===== src/rtl/seq_disp_pkg.sv =====
package seq_disp_pkg;
  localparam int VAL_W  = 6;
  localparam int DIG_W  = 4;
  localparam int OUT_W  = 8;
  localparam int SEG_W  = 7;

  typedef struct packed {
    logic latch;
    logic showOnes;
  } dispStrobes_t;
endpackage


===== src/rtl/seq_disp_ctrl.sv =====
module seq_disp_ctrl
  import seq_disp_pkg::*;
#(
  parameter int PHASE_CYCLES = 62_500_000
) (
  input  logic         clk,
  input  logic         rst,
  output dispStrobes_t strobes
);
  localparam int CNT_W = (PHASE_CYCLES > 1) ? $clog2(PHASE_CYCLES) : 1;
  localparam logic [CNT_W-1:0] LAST = CNT_W'(PHASE_CYCLES - 1);

  logic [CNT_W-1:0] phaseCnt;
  logic onesPhase;
  logic startUp;
  logic phaseEnd;

  assign phaseEnd = (phaseCnt == LAST) && !startUp;

  always_ff @(posedge clk) begin
    if (rst) begin
      phaseCnt  <= '0;
      onesPhase <= 1'b0;
      startUp   <= 1'b1;
    end else if (startUp) begin
      startUp   <= 1'b0;
    end else if (phaseEnd) begin
      phaseCnt  <= '0;
      onesPhase <= ~onesPhase;
    end else begin
      phaseCnt  <= phaseCnt + 1'b1;
    end
  end

  always_comb begin
    strobes.latch    = startUp | (phaseEnd & onesPhase);
    strobes.showOnes = onesPhase;
  end

  // a capture always opens a tens phase
  assert_latch_opens_tens_R3: assert property (@(posedge clk) disable iff (rst)
    strobes.latch |=> !onesPhase);

  // the phase flips only after a full count
  assert_phase_len_R4: assert property (@(posedge clk) disable iff (rst)
    (onesPhase != $past(onesPhase)) |-> ($past(phaseCnt) == LAST));

  assert_cnt_bound_R3: assert property (@(posedge clk) disable iff (rst)
    phaseCnt <= LAST);
endmodule


===== src/rtl/seq_disp_datapath.sv =====
module seq_disp_datapath
  import seq_disp_pkg::*;
#(
  parameter int MODE_W = 3,
  parameter int DBG_W  = 8 * ((1 << MODE_W) - 1)
) (
  input  logic               clk,
  input  logic               rst,
  input  dispStrobes_t       strobes,
  input  logic [VAL_W-1:0]   value,
  input  logic [MODE_W-1:0]  debugMode,
  input  logic [DBG_W-1:0]   debugBus,
  output logic [OUT_W-1:0]   dispOut
);
  localparam int DD_W = VAL_W + 2 * DIG_W;

  logic [VAL_W-1:0] latched;
  logic [DIG_W-1:0] tensDig, onesDig, curDig;
  logic [SEG_W-1:0] segs;
  logic [OUT_W-1:0] normalOut;
  logic [OUT_W-1:0] dbgByte;

  always_ff @(posedge clk) begin
    if (rst)                latched <= '0;
    else if (strobes.latch) latched <= value;
  end

  // shift-and-add-three binary to decimal
  always_comb begin
    logic [DD_W-1:0] dd;
    logic [DIG_W-1:0] lo, hi;
    dd = {{(2*DIG_W){1'b0}}, latched};
    for (int i = 0; i < VAL_W; i++) begin
      lo = dd[VAL_W +: DIG_W];
      hi = dd[VAL_W + DIG_W +: DIG_W];
      if (lo >= 4'd5) lo = lo + 4'd3;
      if (hi >= 4'd5) hi = hi + 4'd3;
      dd = {hi, lo, dd[VAL_W-1:0]} << 1;
    end
    onesDig = dd[VAL_W +: DIG_W];
    tensDig = dd[VAL_W + DIG_W +: DIG_W];
  end

  assign curDig = strobes.showOnes ? onesDig : tensDig;

  always_comb begin
    case (curDig)
      4'd0:    segs = 7'h3F;
      4'd1:    segs = 7'h06;
      4'd2:    segs = 7'h5B;
      4'd3:    segs = 7'h4F;
      4'd4:    segs = 7'h66;
      4'd5:    segs = 7'h6D;
      4'd6:    segs = 7'h7D;
      4'd7:    segs = 7'h07;
      4'd8:    segs = 7'h7F;
      4'd9:    segs = 7'h6F;
      default: segs = 7'h00;
    endcase
  end

  assign normalOut = {strobes.showOnes, segs};

  always_comb begin
    dbgByte = '0;
    for (int m = 1; m < (1 << MODE_W); m++) begin
      if (int'(debugMode) == m) dbgByte = debugBus[8*(m-1) +: 8];
    end
  end

  assign dispOut = (debugMode == '0) ? normalOut : dbgByte;

  // digit ranges and recombination
  assert_bcd_range_R5: assert property (@(posedge clk) disable iff (rst)
    (tensDig <= 4'd6) && (onesDig <= 4'd9));
  assert_bcd_sum_R5: assert property (@(posedge clk) disable iff (rst)
    (int'(tensDig) * 10 + int'(onesDig)) == int'(latched));
  // sample held between captures
  assert_hold_sample_R2: assert property (@(posedge clk) disable iff (rst)
    !strobes.latch |=> $stable(latched));
endmodule


===== src/rtl/seq_digit_display.sv =====
module seq_digit_display
  import seq_disp_pkg::*;
#(
  parameter int PHASE_CYCLES = 62_500_000,
  parameter int MODE_W       = 3,
  localparam int DBG_W       = 8 * ((1 << MODE_W) - 1)
) (
  input  logic              clk,
  input  logic              rst,
  input  logic [5:0]        value,
  input  logic [MODE_W-1:0] debugMode,
  input  logic [DBG_W-1:0]  debugBus,
  output logic [7:0]        dispOut
);
  dispStrobes_t strobes;

  seq_disp_ctrl #(.PHASE_CYCLES(PHASE_CYCLES)) ctrlInst (
    .clk     (clk),
    .rst     (rst),
    .strobes (strobes)
  );

  seq_disp_datapath #(.MODE_W(MODE_W), .DBG_W(DBG_W)) dpInst (
    .clk       (clk),
    .rst       (rst),
    .strobes   (strobes),
    .value     (value),
    .debugMode (debugMode),
    .debugBus  (debugBus),
    .dispOut   (dispOut)
  );
endmodule


===== config.mk =====
export PLATFORM = sky130hd
export DESIGN_NAME = seq_digit_display
export DESIGN_NICKNAME = d
export VERILOG_FILES = /design/src/rtl/seq_disp_pkg.sv /design/src/rtl/seq_disp_ctrl.sv /design/src/rtl/seq_disp_datapath.sv /design/src/rtl/seq_digit_display.sv
export SDC_FILE = /design/constraint.sdc
export NUM_CORES = 1
export LEC_CHECK = 0
export BUFFER_PORTS_ARGS = -buffer_cell sky130_fd_sc_hd__buf_2
export CAP_MARGIN = 20
export CORE_MARGIN = 2
export CORE_UTILIZATION = 45
export CTS_CLUSTER_SIZE = 16
export DETAILED_ROUTE_END_ITERATION = 8
export GPL_ROUTABILITY_DRIVEN = 0
export GPL_TIMING_DRIVEN = 0
export PLACE_DENSITY = 0.7
export SYNTH_ARGS = -nofsm -noshare
export SYNTH_HDL_FRONTEND = slang
export SYNTH_SLANG_ARGS = --single-unit

===== constraint.sdc =====
create_clock -name clk -period 10.3 [get_ports clk]
set_input_delay 3.09 -clock clk [delete_from_list [all_inputs] [get_ports clk]]
set_output_delay 3.09 -clock clk [all_outputs]
set_load 0.01 [all_outputs]

==> flow_summary.ini <==
[synthesis]
synth_top_family_by_area = simple AND/OR/NAND/NOR gates
synth_compound_area_share_pct = 15.3
yosysUniqueCellTypes = 60
synth_top_area_share_pct = 25.2
syn_avg_cell_area_um2 = 8.30
syn-cell-area_um2 = 2700
synth_seq_cells = 34
synth_xor_area_share_pct = 9.09
synth_ff_type = dfxtp_1
synth-adder-area-share_pct = 5.10
yosysTopAreaCell = dfxtp_1
yosysSeqAreaShare_pct = 25.2
yosys.area_share.simple_pct = 27.5
synth_edf_count = 0
synth_mux_area_share_pct = 13.3
synthesis.nets = 403
synthArstFlopShare_pct = 0
synthTopCellsByArea = dfxtp_1, nor2_1, mux4_2
synth_warnings = 0
netlist_instances = 325

[power_and_ir_drop]
p_leak_nw = 1.39
ir_drop_v = 0.0000842
p_total_uw = 328
p_per_area_nw_per_um2 = 101

[worst_setup_path]
slowest_delay_ns = 0.51
crit_top_cell = buf_2
arrival_ns = 5.00
rr_startpoint = ctrlInst.phaseCnt[8]
crit_family = buffers and inverters
critPathLaunchType = input port
crit_required_ns = 7.21
cp_slowest_cell = clkbuf_1
crit_type = input port to primary output
critPathMaxFanout = 10
crit_buf_inv = 4
crit_start = debugMode[1]
crit_chain = buf_2, buf_1, clkbuf_1, mux4_2, a21oi_1, a31oi_1, buf_2
endpoint_kind = primary output

[routing]
drtAntennaViolNets = 0
drc = 0
drtIter0Drc = 103
via_per_inst = 5.33
num_vias = 2564
drt-pass1-iter-count = 4
routed_wl_mm = 6.32
post_drt_wl_per_cell_um = 13.1

[run]
max_cap_viol_count = 0

[floorplan]
die_y_um = 81.4
io-pin-count = 75
initial_utilization_pct = 46.1
fp.coreArea_um2 = 5850
die_area_um2 = 6630
row_count = 28
die_x_um = 81.4

[hold_path]
hp-class = register to register
hp-start = dpInst.latched[0]

[layout]
fin_area_um2 = 3250
nFillCells = 555
finalNetCount = 483
drive_gt1_share_pct = 27.3
diodes = 0
most-common-layout-cells = buf_2, nor2_1, dfxtp_1
syn2layout_area_growth_pct = 20.5
final_common_cell = buf_2

[timing]
final_hold_viol_count = 0
slew_violations = 0
whs_ns = 0.505
slew_headroom_pct = 49.9
fin_tns_setup_ns = 0
grt_setup_unrepaired = no
fmax_ghz = 0.124
setup_viol = 0
setup_ws_ns = 2.21
worst_slew_pin_slew_ns = 0.752
min_period_ns = 8.09
period_share_pct = 78.6
clock_skew_ns = 0.00551

[cts]
post-cts-setup-buffers = 0
cts.sinks = 34
worst_skew_pair.late_latency_ns = 0.28
holdBufCountCts = 0
htreeDepth = 2
cts-buffers-inserted = 5
cts.reportedPaths.clkPinSlew_ns = 0.07
cts.path.max_buffers = 2
cts-root-buf = clkbuf_8
cts_resized = 0
cts_tree = yes

[global_routing]
grt_pass1_vias = 2313
antenna_found_initial = 0
grt_pass1_wl_mm = 10.0
grt-ovfl-total = 0
grt_use_total_pct = 18.9
grt_max_degree = 12

[place]
dp_hpwl_mm = 4.93
portBuffers = 73
post_dp_cell_area_um2 = 3160
pre_cts_ws_ns = 2.21

[outcome]
outcome = finished, final reports clean
## through the flow
stage / instances / utilization (%)
3_5_place_dp: 473 / 54.0
3_3_place_gp: 473 / 54.0
5_1_grt: 481 / 55.6
2_1_floorplan: 325 / -
6_report: 481 / 55.6
4_1_cts: 481 / 55.6
## synthesized netlist by cell type, drive strengths merged, types with 2 or more instances
| cell | instances |
|---|---|
| nor2 | 49 |
| o21bai | 2 |
| a21oi | 13 |
| a31oi | 9 |
| inv | 9 |
| buf | 9 |
| nor3b | 3 |
| or2 | 3 |
| a22o | 2 |
| nand3 | 10 |
| a2111oi | 2 |
| ha | 11 |
| a211oi | 7 |
| nor3 | 4 |
| nand2b | 5 |
| a21o | 4 |
| mux4 | 8 |
| xnor2 | 9 |
| mux2 | 3 |
| nand4 | 9 |
| dfxtp | 34 |
| xor2 | 19 |
| clkbuf | 8 |
| o211ai | 3 |
| nor4 | 3 |
| nor2b | 3 |
| nand2 | 27 |
| nand3b | 2 |
| o21ai | 7 |
| or3 | 4 |
| mux2i | 14 |
| and2 | 6 |
| and3 | 7 |
## flip-flops by register name (all words and copies together) (netlist names)
| name | flops |
|---|---|
| ctrlInst.startUp | 1 |
| ctrlInst.phaseCnt | 26 |
| dpInst.latched | 6 |
| ctrlInst.onesPhase | 1 |
## worst register-to-register path, cell delays in order, from the launching register on
cell and delay, ns:
dfxtp_1 0.35, or4_1 0.55, nor4_2 0.53, or2_2 0.20
clkbuf_1 0.18, buf_2 0.26, nor2_1 0.08
## path summary, 6_finish.rpt
path | end | depth (start not counted) | slack (ns)
max | dispOut[0] | 7 | 2.21
min | dpInst.latched[0] | 2 | 0.50
max reg2reg | ctrlInst.phaseCnt[12] | 6 | 8.05
min reg2reg | dpInst.latched[0] | 2 | 0.50
## report_power, final
part / internal (mW) / total (mW) / switching [mW]
Combinational: 0.0435 / 0.0903 / 0.0468
Clock: 0.0537 / 0.103 / 0.0489
Sequential: 0.134 / 0.135 / 0.00177
## layer usage
layer | GRT usage (%) | wire length [um] | share of wire (%)
met2 | 33.0 | 3150 | 50
met5 | 0 | 0 | 0
met4 | 4.92 | 55 | 0.87
met3 | 3.19 | 303 | 4.8
met1 | 24.1 | 2810 | 44
## logic make-up after synthesis
logic type,count (synthesis)
and+or+nand+nor,143
adders and majority gates,11
AOI/OAI and AO/OA,58
muxes,25
buffers and inverters,26
DFF,34
xor gates and xnor gates,28
## cell type report
cell class	count	area [um2]	share of cell area [%]
multi-input cells	265	1890	58.2
flip-flops and latches	34	681	20.9
repair buffers	73	365	11.2
well taps	75	93.8	2.89
plain buffers	17	90.1	2.77
clock buffers	6	82.6	2.54
inverters	9	33.8	1.04
clock inverters	2	12.5	0.385
Power figures use the tool's default switching activity.
